[src/rtl/shift_queue_pkg.sv]
package shift_queue_pkg;

  // Encoding is {read accepted, write accepted}
  typedef enum logic [1:0] {
    SQ_IDLE = 2'b00,
    SQ_PUSH = 2'b01,
    SQ_POP  = 2'b10,
    SQ_SWAP = 2'b11
  } sq_op_e;

endpackage

[src/rtl/sq_op_decode.sv]
module sq_op_decode
  import shift_queue_pkg::*;
(
  input  logic   wr_en,
  input  logic   rd_en,
  input  logic   full,
  input  logic   empty,
  output sq_op_e op
);

  logic rd_ok;
  logic wr_ok;

  // A read frees the far stage in the same edge, so a full queue may still take a write alongside it.
  always_comb begin
    rd_ok = rd_en & ~empty;
    wr_ok = wr_en & (~full | rd_ok);
    op    = sq_op_e'({rd_ok, wr_ok});
  end

endmodule

[src/rtl/sq_occupancy.sv]
module sq_occupancy
  import shift_queue_pkg::*;
#(
  parameter int DEPTH = 4,
  parameter int CW    = $clog2(DEPTH + 1)
) (
  input  logic          clk,
  input  logic          rst,
  input  sq_op_e        op,
  output logic [CW-1:0] count,
  output logic          full,
  output logic          empty
);

  localparam logic [CW-1:0] LIMIT = CW'(DEPTH);

  logic [CW-1:0] cnt_nxt;

  always_comb begin
    case (op)
      SQ_PUSH: cnt_nxt = count + 1'b1;
      SQ_POP:  cnt_nxt = count - 1'b1;
      default: cnt_nxt = count;
    endcase
  end

  // Flags are registered from the next count so they never lag the counter.
  always_ff @(posedge clk) begin
    if (rst) begin
      count <= '0;
      full  <= 1'b0;
      empty <= 1'b1;
    end else begin
      count <= cnt_nxt;
      full  <= (cnt_nxt == LIMIT);
      empty <= (cnt_nxt == '0);
    end
  end

endmodule

[src/rtl/sq_stage_chain.sv]
module sq_stage_chain #(
  parameter int WIDTH = 8,
  parameter int DEPTH = 4,
  parameter int CW    = $clog2(DEPTH + 1)
) (
  input  logic             clk,
  input  logic             shift_in,
  input  logic [WIDTH-1:0] wr_data,
  input  logic [CW-1:0]    count,
  output logic [WIDTH-1:0] rd_data
);

  logic [WIDTH-1:0] stg [DEPTH];

  // No reset on the data stages: they are qualified by count, and a reset-free chain maps onto shift-register primitives.
  always_ff @(posedge clk) begin
    if (shift_in) stg[0] <= wr_data;
  end

  for (genvar g = 1; g < DEPTH; g++) begin : g_stage
    always_ff @(posedge clk) begin
      if (shift_in) stg[g] <= stg[g-1];
    end
  end

  // The oldest word sits in stage count-1; nothing is selected when count is zero.
  always_comb begin
    rd_data = '0;
    for (int i = 0; i < DEPTH; i++) begin
      if (count == CW'(i + 1)) rd_data = stg[i];
    end
  end

endmodule

[src/rtl/shift_queue.sv]
module shift_queue
  import shift_queue_pkg::*;
#(
  parameter int WIDTH = 8,
  parameter int DEPTH = 4,
  localparam int CW   = $clog2(DEPTH + 1)
) (
  input  logic             clk,
  input  logic             rst,
  input  logic             wr_en,
  input  logic [WIDTH-1:0] wr_data,
  input  logic             rd_en,
  output logic [WIDTH-1:0] rd_data,
  output logic             full,
  output logic             empty,
  output logic [CW-1:0]    count
);

  sq_op_e op;
  logic   shift_in;

  sq_op_decode i_decode (
    .wr_en (wr_en),
    .rd_en (rd_en),
    .full  (full),
    .empty (empty),
    .op    (op)
  );

  sq_occupancy #(.DEPTH(DEPTH), .CW(CW)) i_occ (
    .clk   (clk),
    .rst   (rst),
    .op    (op),
    .count (count),
    .full  (full),
    .empty (empty)
  );

  // Any accepted write, alone or paired with a read, moves the chain.
  assign shift_in = (op == SQ_PUSH) || (op == SQ_SWAP);

  sq_stage_chain #(.WIDTH(WIDTH), .DEPTH(DEPTH), .CW(CW)) i_chain (
    .clk      (clk),
    .shift_in (shift_in),
    .wr_data  (wr_data),
    .count    (count),
    .rd_data  (rd_data)
  );

endmodule

[config.mk]
export PLATFORM = sky130hd
export DESIGN_NAME = shift_queue
export DESIGN_NICKNAME = d
export VERILOG_FILES = /design/src/rtl/shift_queue_pkg.sv /design/src/rtl/sq_op_decode.sv /design/src/rtl/sq_occupancy.sv /design/src/rtl/sq_stage_chain.sv /design/src/rtl/shift_queue.sv
export SDC_FILE = /design/constraint.sdc
export NUM_CORES = 1
export LEC_CHECK = 0
export BUFFER_PORTS_ARGS = -buffer_cell sky130_fd_sc_hd__clkbuf_2
export CORE_UTILIZATION = 50
export CTS_CLUSTER_DIAMETER = 60
export CTS_CLUSTER_SIZE = 16
export DETAILED_ROUTE_END_ITERATION = 8
export GPL_TIMING_DRIVEN = 0
export PLACE_DENSITY = 0.72
export SLEW_MARGIN = 20
export SYNTH_ARGS = -nofsm -noshare
export SYNTH_HDL_FRONTEND = slang
export SYNTH_SLANG_ARGS = --single-unit
[constraint.sdc]
create_clock -name clk -period 4.95 [get_ports clk]
set_input_delay 0.2475 -clock clk [delete_from_list [all_inputs] [get_ports clk]]
set_output_delay 0.2475 -clock clk [all_outputs]
set_load 0.05 [all_outputs]
==> impl_results.md, run 1 <==
* Mux share of post-synthesis cell area at 1.82%
* Fillers at 246
* Post-CTS sizing at 0
* Total CTS buffers at 5
* Critical path startpoint: i_occ.count[2]
* RR Startpoint: i_occ.count[2]
* Largest area contributor in the netlist: edfxtp_1
* Top delay family on crit path: buffers and inverters
* Pre-antenna DRT Iters at 4
* Multi-input gate area at 558 um2
* Post-Syn Instances at 108
* Vias at 979
* CTS tree: built
* Leak at 0.761 nW
* Post-Syn Area per Cell at 15.3 um2
* Slew Limit Fails at 0
* Crit path DAT at 2.54 ns
* IO Port Bufs at 24
* Post-synth top area share at 58.1%
* WL per Instance at 14.3 um
* Post-layout util at 62.5%
* Largest family of logic cells by synthesized area: compound AO/OA/AOI/OAI gates
* Slew HR at 62.4%
* Power per cell area at 464 mW/mm2
* Fraction of layout cells with a size suffix above 1 at 34.3%
* Pre-CTS WS at 2.56 ns
* WP data required at 4.70 ns
* Flip-flop and latch area at 0.00106 mm2
* Die area at 0.00354 mm2
* Io pins at 25
* Period Utilization, post-route at 56.3%
* Syn-to-layout area delta at 17.3%
* Dpl hpwl at 1.96 mm
* Status: finished, final reports clean
* Seq pwr share at 43.9%
* CP max-delay cell: dfxtp_1
* Max Fclk at 359 MHz
* Simple-Gate Fraction of Synth Area at 11.4%
* Clk buf depth at 2
* DR iter-0 viols at 43
* Critical path, cell by cell: clkbuf_1, inv_1, ha_1, buf_2, a221oi_2, nor3_1, a221o_1, clkbuf_2
* First-pass GRT wire length at 4.13 mm
* Final hold violations at 0
* Syn Nets at 126
* Final #Nets at 158
* Initial Util at 53.3%
* Tightest Pin Transition at 0.563 ns
* Antenna violations before repair at 0
* R2r setup slk at 3.01 ns
* Ys Warns at 0
* Post-Synth Adder-Cell Area at 4.54%
* Internal power at 0.000577 W
* Post-CTS setup buffer count at 0
* Hold Crit Class: in2reg
* Core area at 0.00310 mm2
* CP startpoint kind: flip-flop
* CTS H-tree lvls at 2
* Clock Latency Late Sink at 0.34 ns
* Crit. End Element: primary output
* Most frequent cells in the layout: edfxtp_1 (32), clkbuf_2 (24), nor2b_1 (11)
* Critical Path Stages at 8
* Die Width at 59.5 um
* Gr ovfl total at 0
* Post-Route WL at 2.63 mm
* Critical R2R Capture: i_occ.full
* Net Switching at 0.000324 W
* Ant diodes at 0
* Setup crit end: rd_data[0]
* Vias/cell at 5.32
* Largest net degree at the start of global routing at 19
* Clock share of power at 21.7%
* Commonest non-fill, non-tap cell in the layout: edfxtp_1
* Crit Path Max Fanout at 10
* Worst Setup Slack, final at 2.16 ns
* Global-route usage over all layers at 17.0%
* RSZ-0062 raised after global routing: no
* Post-synthesis cell area at 0.00165 mm2
* Complex-gate fraction of the synthesized area at 14.8%
* Ranking of synthesized cells by area: edfxtp_1 (58%), a221oi_2 (7.3%), dfxtp_1 (6.1%)
* Gpl congestion at 0.832
* CTS sink cnt at 37
* Final Critical Period at 2.79 ns
* Switching Fraction at 36.0%
* MaxCap Viol Count at 0
* Post-synthesis sequential area ratio at 64.1%
* Number of synthesized register bits at 37
* Final Setup Violations at 0
* Final Skew at 0.00965 ns
* Clock transition at path regs at 0.11 ns
* Chip height at 59.5 um
* Setup TNS at 0 ns
* Crit path kind: reg2out
* R2r worst-path depth at 6
* XOR/XNOR Fraction of Synth Area at 0.530%
* CP bufs+invs at 4
* DRC at 0
* Hold Path Stages at 1
* Worst VDD drop at 0.218 mV
* CP max stage delay at 0.40 ns
* Number of global-route vias before repair at 928
* Post-route ant nets at 0
* Hold-fix buffers, CTS at 0
* Clk root buf: clkbuf_4
* Row cnt at 20
* Synth cell types at 28
* Comb power frac at 34.4%
how the worst min path moves through the flow:
| stage | endpoint | from |
|---|---|---|
| final | i_chain.stg[0][3] | wr_data[3] |
| after global routing | i_chain.stg[0][2] | wr_data[2] |
| after CTS | i_chain.stg[0][5] | wr_data[5] |
| after detailed placement | i_chain.stg[0][2] | wr_data[2] |
| after global placement | i_chain.stg[0][2] | wr_data[2] |
| after floorplan | i_occ.count[2] | rst |
registers in the layout (all words and copies together), names as in the netlist:
name         flops
i_occ.empty      1
i_chain.stg     32
i_occ.full       1
i_occ.count      3
layer usage:
metal  share of wire [%]  track usage (%)
met5                   0                0
met4                 2.0             6.98
met3                 6.1             7.21
met2                  46             24.9
met1                  46             22.3
through the flow:
stage          power (W)  instances  hold WS (ns)  area (um2)
2_1_floorplan   0.000643        108         0.320        1650
3_3_place_gp    0.000700        176         0.424        1830
3_5_place_dp    0.000713        177         0.426        1870
4_1_cts         0.000907        184        0.0725        1940
5_1_grt         0.000941        184        0.0481        1940
6_report        0.000901        184        0.0822        1940
worst reg2reg max path, stage by stage, from the launching register on:
cell and delay [ns]:
dfxtp_1 0.40, clkbuf_1 0.38, inv_1 0.09, ha_1 0.30, o32ai_1 0.42, a31oi_1 0.10
nor4_1 0.18
cell usage after synthesis:
| cell type | instances |
|---|---|
| nand2b_4 | 1 |
| and2_1 | 2 |
| a221oi_2 | 8 |
| xnor2_1 | 1 |
| ha_1 | 6 |
| nor2b_1 | 11 |
| nor4_1 | 1 |
| a21oi_1 | 1 |
| o41ai_2 | 1 |
| inv_1 | 4 |
| buf_4 | 2 |
| nor2_1 | 2 |
| dfxtp_1 | 5 |
| nand4bb_1 | 1 |
| a221o_1 | 8 |
| a21boi_0 | 1 |
| nand2b_2 | 1 |
| edfxtp_1 | 32 |
| and2_2 | 1 |
| and3_1 | 1 |
| mux2i_1 | 3 |
| o32ai_1 | 1 |
| nand2b_1 | 1 |
| clkbuf_1 | 1 |
| nor3_1 | 8 |
| buf_1 | 2 |
| a31oi_1 | 1 |
| buf_2 | 1 |
kinds of logic (layout without fill, tap and decap cells):
logic type / after synthesis / in the layout
flops: 37 / 37
simple gates: 30 / 30
compound gates: 21 / 21
buf+inv: 10 / 42
fa+ha+maj: 6 / 6
mux: 3 / 3
xor+xnor: 1 / 1
area by class of cell:
class	count	share of cell area, %
Timing Repair Buffer	25	7.61
Clock buffer	5	1.93
Tap cell	44	2.84
Clock inverter	2	1.81
Sequential cell	37	54.7
Multi-Input combinational cell	61	28.8
Inverter	4	0.774
Buffer	6	1.61
power by group through the flow:
stage	clock, W	sequential (W)	combinational, W
3_3_place_gp	0	0.000402	0.000297
5_1_grt	0.000214	0.000399	0.000328
3_5_place_dp	0	0.000403	0.000311
4_1_cts	0.000201	0.000396	0.000311
6_report	0.000196	0.000395	0.000310
2_1_floorplan	0	0.000427	0.000216
Power figures use the tool's default switching activity.
==> run 2: changes to the inputs <==
PLACE_DENSITY = 0.75   (was 0.72)
clock period = 2.54 ns   (was 4.95 ns; I/O delays follow)
==> impl_results.md, run 2 (synthesized netlist as in run 1, its figures left out) <==
* Status: finished, final reports clean
* Top reg by flops: i_chain.stg
* Total CTS buffers at 5 (unchanged)
* Worst Hold Path EP: i_occ.count[2]
* Gpl congestion at 0.746 (-10%)
* Initial Util at 53.3% (unchanged)
* Ant diodes at 0 (unchanged)
* Slew Limit Fails at 0 (unchanged)
* Max Fclk at 422 MHz
* CTS tree: built
* Top flop regs: i_chain.stg: 32 flops, i_occ.count: 3 flops
* GR Layer Usage met2 at 32.4% (+7.5 points)
* Final #Nets at 167 (+5.7%)
* Vias at 1027 (+4.9%)
* Clock Latency Late Sink at 0.35 ns (about the same)
* Die area at 0.00354 mm2 (unchanged)
* Largest net degree at the start of global routing at 22 (+3)
* IO Port Bufs at 24 (unchanged)
* WL per Instance at 15.2 um (+6.2%)
* Die Width at 59.5 um (unchanged)
* Multi-input gate area at 558 um2 (unchanged)
* Core area at 0.00310 mm2 (unchanged)
* Clk buf depth at 2 (unchanged)
* Crit path kind: reg2out
* R2r setup slk at 0.84 ns (-2.17 ns)
* Clock transition at path regs at 0.11 ns (about the same)
* Tightest Pin Transition at 0.513 ns (-0.0501 ns)
* Number of flip-flops in the largest register at 32 (unchanged)
* Final Critical Period at 2.37 ns
* Crit. End Element: primary output
* Flip-flop and latch area at 0.00106 mm2 (+0.12%)
* Hold Path Stages at 4 (+3)
* Chip height at 59.5 um (unchanged)
* WP data required at 2.41 ns (-2.29 ns)
* CP startpoint kind: flip-flop
* Period Utilization, post-route at 93.4%
* Global-route usage over all layers at 19.2% (+2.2 points)
* CTS H-tree lvls at 2 (unchanged)
* Fin area at 0.00206 mm2 (+6.0%)
* DRC at 0 (unchanged)
* CP max-delay cell: dfxtp_1
* Crit Path Max Fanout at 9 (-1)
* Syn-to-layout area delta at 24.4%
* Antenna violations before repair at 0 (unchanged)
* Commonest non-fill, non-tap cell in the layout: edfxtp_1
* CTS sink cnt at 37 (unchanged)
* Pre-antenna DRT Iters at 4 (unchanged)
* Placed inst area at 0.00187 mm2 (unchanged)
* DR iter-0 viols at 47 (+9.3%)
* Post-Route WL at 2.95 mm (+12%)
* Row cnt at 20 (unchanged)
* Critical R2R Capture: i_occ.full
* First-pass GRT wire length at 4.82 mm (+17%)
* Post-CTS setup buffer count at 0 (unchanged)
* Slew HR at 65.7% (+3.4 points)
* MaxCap Viol Count at 0 (unchanged)
* Hold Crit Class: in2reg
* Power per cell area at 886 mW/mm2 (+91%)
* Leak at 0.808 nW (+6.2%)
* Critical path, cell by cell: inv_1, ha_1, buf_4, nor2b_1, buf_4, a221oi_2, nor3_1, a221o_1, clkbuf_2
* Most frequent cells in the layout: edfxtp_1 (32), clkbuf_2 (21), nor2b_1 (11)
* Fillers at 257 (+4.5%)
* Final Setup Violations at 0 (unchanged)
* R2r worst-path depth at 6 (unchanged)
* Most used cell, CP: buf_4
* Gr busiest metal: met2
* WHS at 0.294 ns (+0.211 ns)
* Hold path startpoint: rd_en
* Final hold violations at 0 (unchanged)
* Vias/cell at 5.29 (-0.50%)
* Crit path DAT at 2.24 ns (-0.30 ns)
* RR Startpoint: i_occ.count[2]
* Io pins at 25 (unchanged)
* Gr ovfl total at 0 (unchanged)
* GR Layer Usage met3 at 5.90% (-1.3 points)
* Fraction of layout cells with a size suffix above 1 at 34.0% (-0.29 points)
* Final Skew at 0.0122 ns (+0.00259 ns)
* Worst VDD drop at 0.440 mV (+100%)
* Clk root buf: clkbuf_4
* Number of global-route vias before repair at 1004 (+8.2%)
* CP max stage delay at 0.36 ns (-0.04 ns)
* Met1 usage at 23.2% (+0.94 points)
* Post-route ant nets at 0 (unchanged)
[run 2: cell types whose count changed in the layout (fill, tap and decap cells not counted), sizes merged]
cell / change
buf: +3
clkbuf: -2
clkinv: -1
clkinvlp: +1
dlygate4sd3: +9
[run 2: final cells by class]
type	instances	share of cell area, %
sequential	37	51.6
multi-input combinational	61	27.1
timing repair buffer	34	11.7
tap	44	2.68
clock buffer	6	2.49
clock inverter	2	1.82
buffer	6	1.82
inverter	4	0.730
[run 2: critical path: cells and delay by family (launching register included)]
kind / cells / cell delay [ns]
and+or+nand+nor: 2 / 0.14
AOI/OAI and AO/OA: 2 / 0.48
buffers and inverters: 4 / 0.75
DFF: 1 / 0.36
adders and majority gates: 1 / 0.17
[run 2: per-layer routing]
layer  vias to the layer above  wire, um
li1                        506         -
met2                        26      1520
met5                         -         0
met1                       490      1250
met4                         0        47
met3                         5       127
[run 2: how the worst max path moves through the flow]
stage                     cells past startpoint            from         end
after floorplan                               7  i_occ.count[2]  rd_data[2]
after global placement                        8  i_occ.count[2]  rd_data[1]
after detailed placement                      8  i_occ.count[2]  rd_data[1]
after CTS                                     8  i_occ.count[2]  rd_data[1]
after global routing                          6  i_occ.count[1]  rd_data[3]
final                                         9  i_occ.count[0]  rd_data[0]
[run 2: metrics by stage]
step / std cells / total power [W] / util [%] / worst slack [ns] / TNS, ns
3_3_place_gp: 176 / 0.00136 / 59.1 / 0.206 / 0
6_report: 194 / 0.00182 / 66.3 / 0.169 / 0
4_1_cts: 194 / 0.00182 / 66.0 / 0.00358 / 0
5_1_grt: 194 / 0.00191 / 66.3 / -0.00305 / -0.00305
2_1_floorplan: 108 / 0.00125 / - / 0.211 / 0
3_5_place_dp: 177 / 0.00139 / 60.2 / 0.193 / 0
[run 2: repair_timing]
item,CTS,global route
pin swaps,0,0
hold endpoints to repair,10,0
gates resized for setup,1,10
endpoints found under the setup margin,8,8
hold buffers,9,0
[run 2: power by group]
| part | leakage, nW | total [W] | switching [W] | internal (W) |
|---|---|---|---|---|
| clock network | 0.0445 | 0.000435 | 0.000201 | 0.000234 |
| registers | 0.354 | 0.000774 | 0.0000446 | 0.000729 |
| logic | 0.409 | 0.000614 | 0.000405 | 0.000209 |
| total | 0.808 | 0.00182 | 0.000650 | 0.00117 |
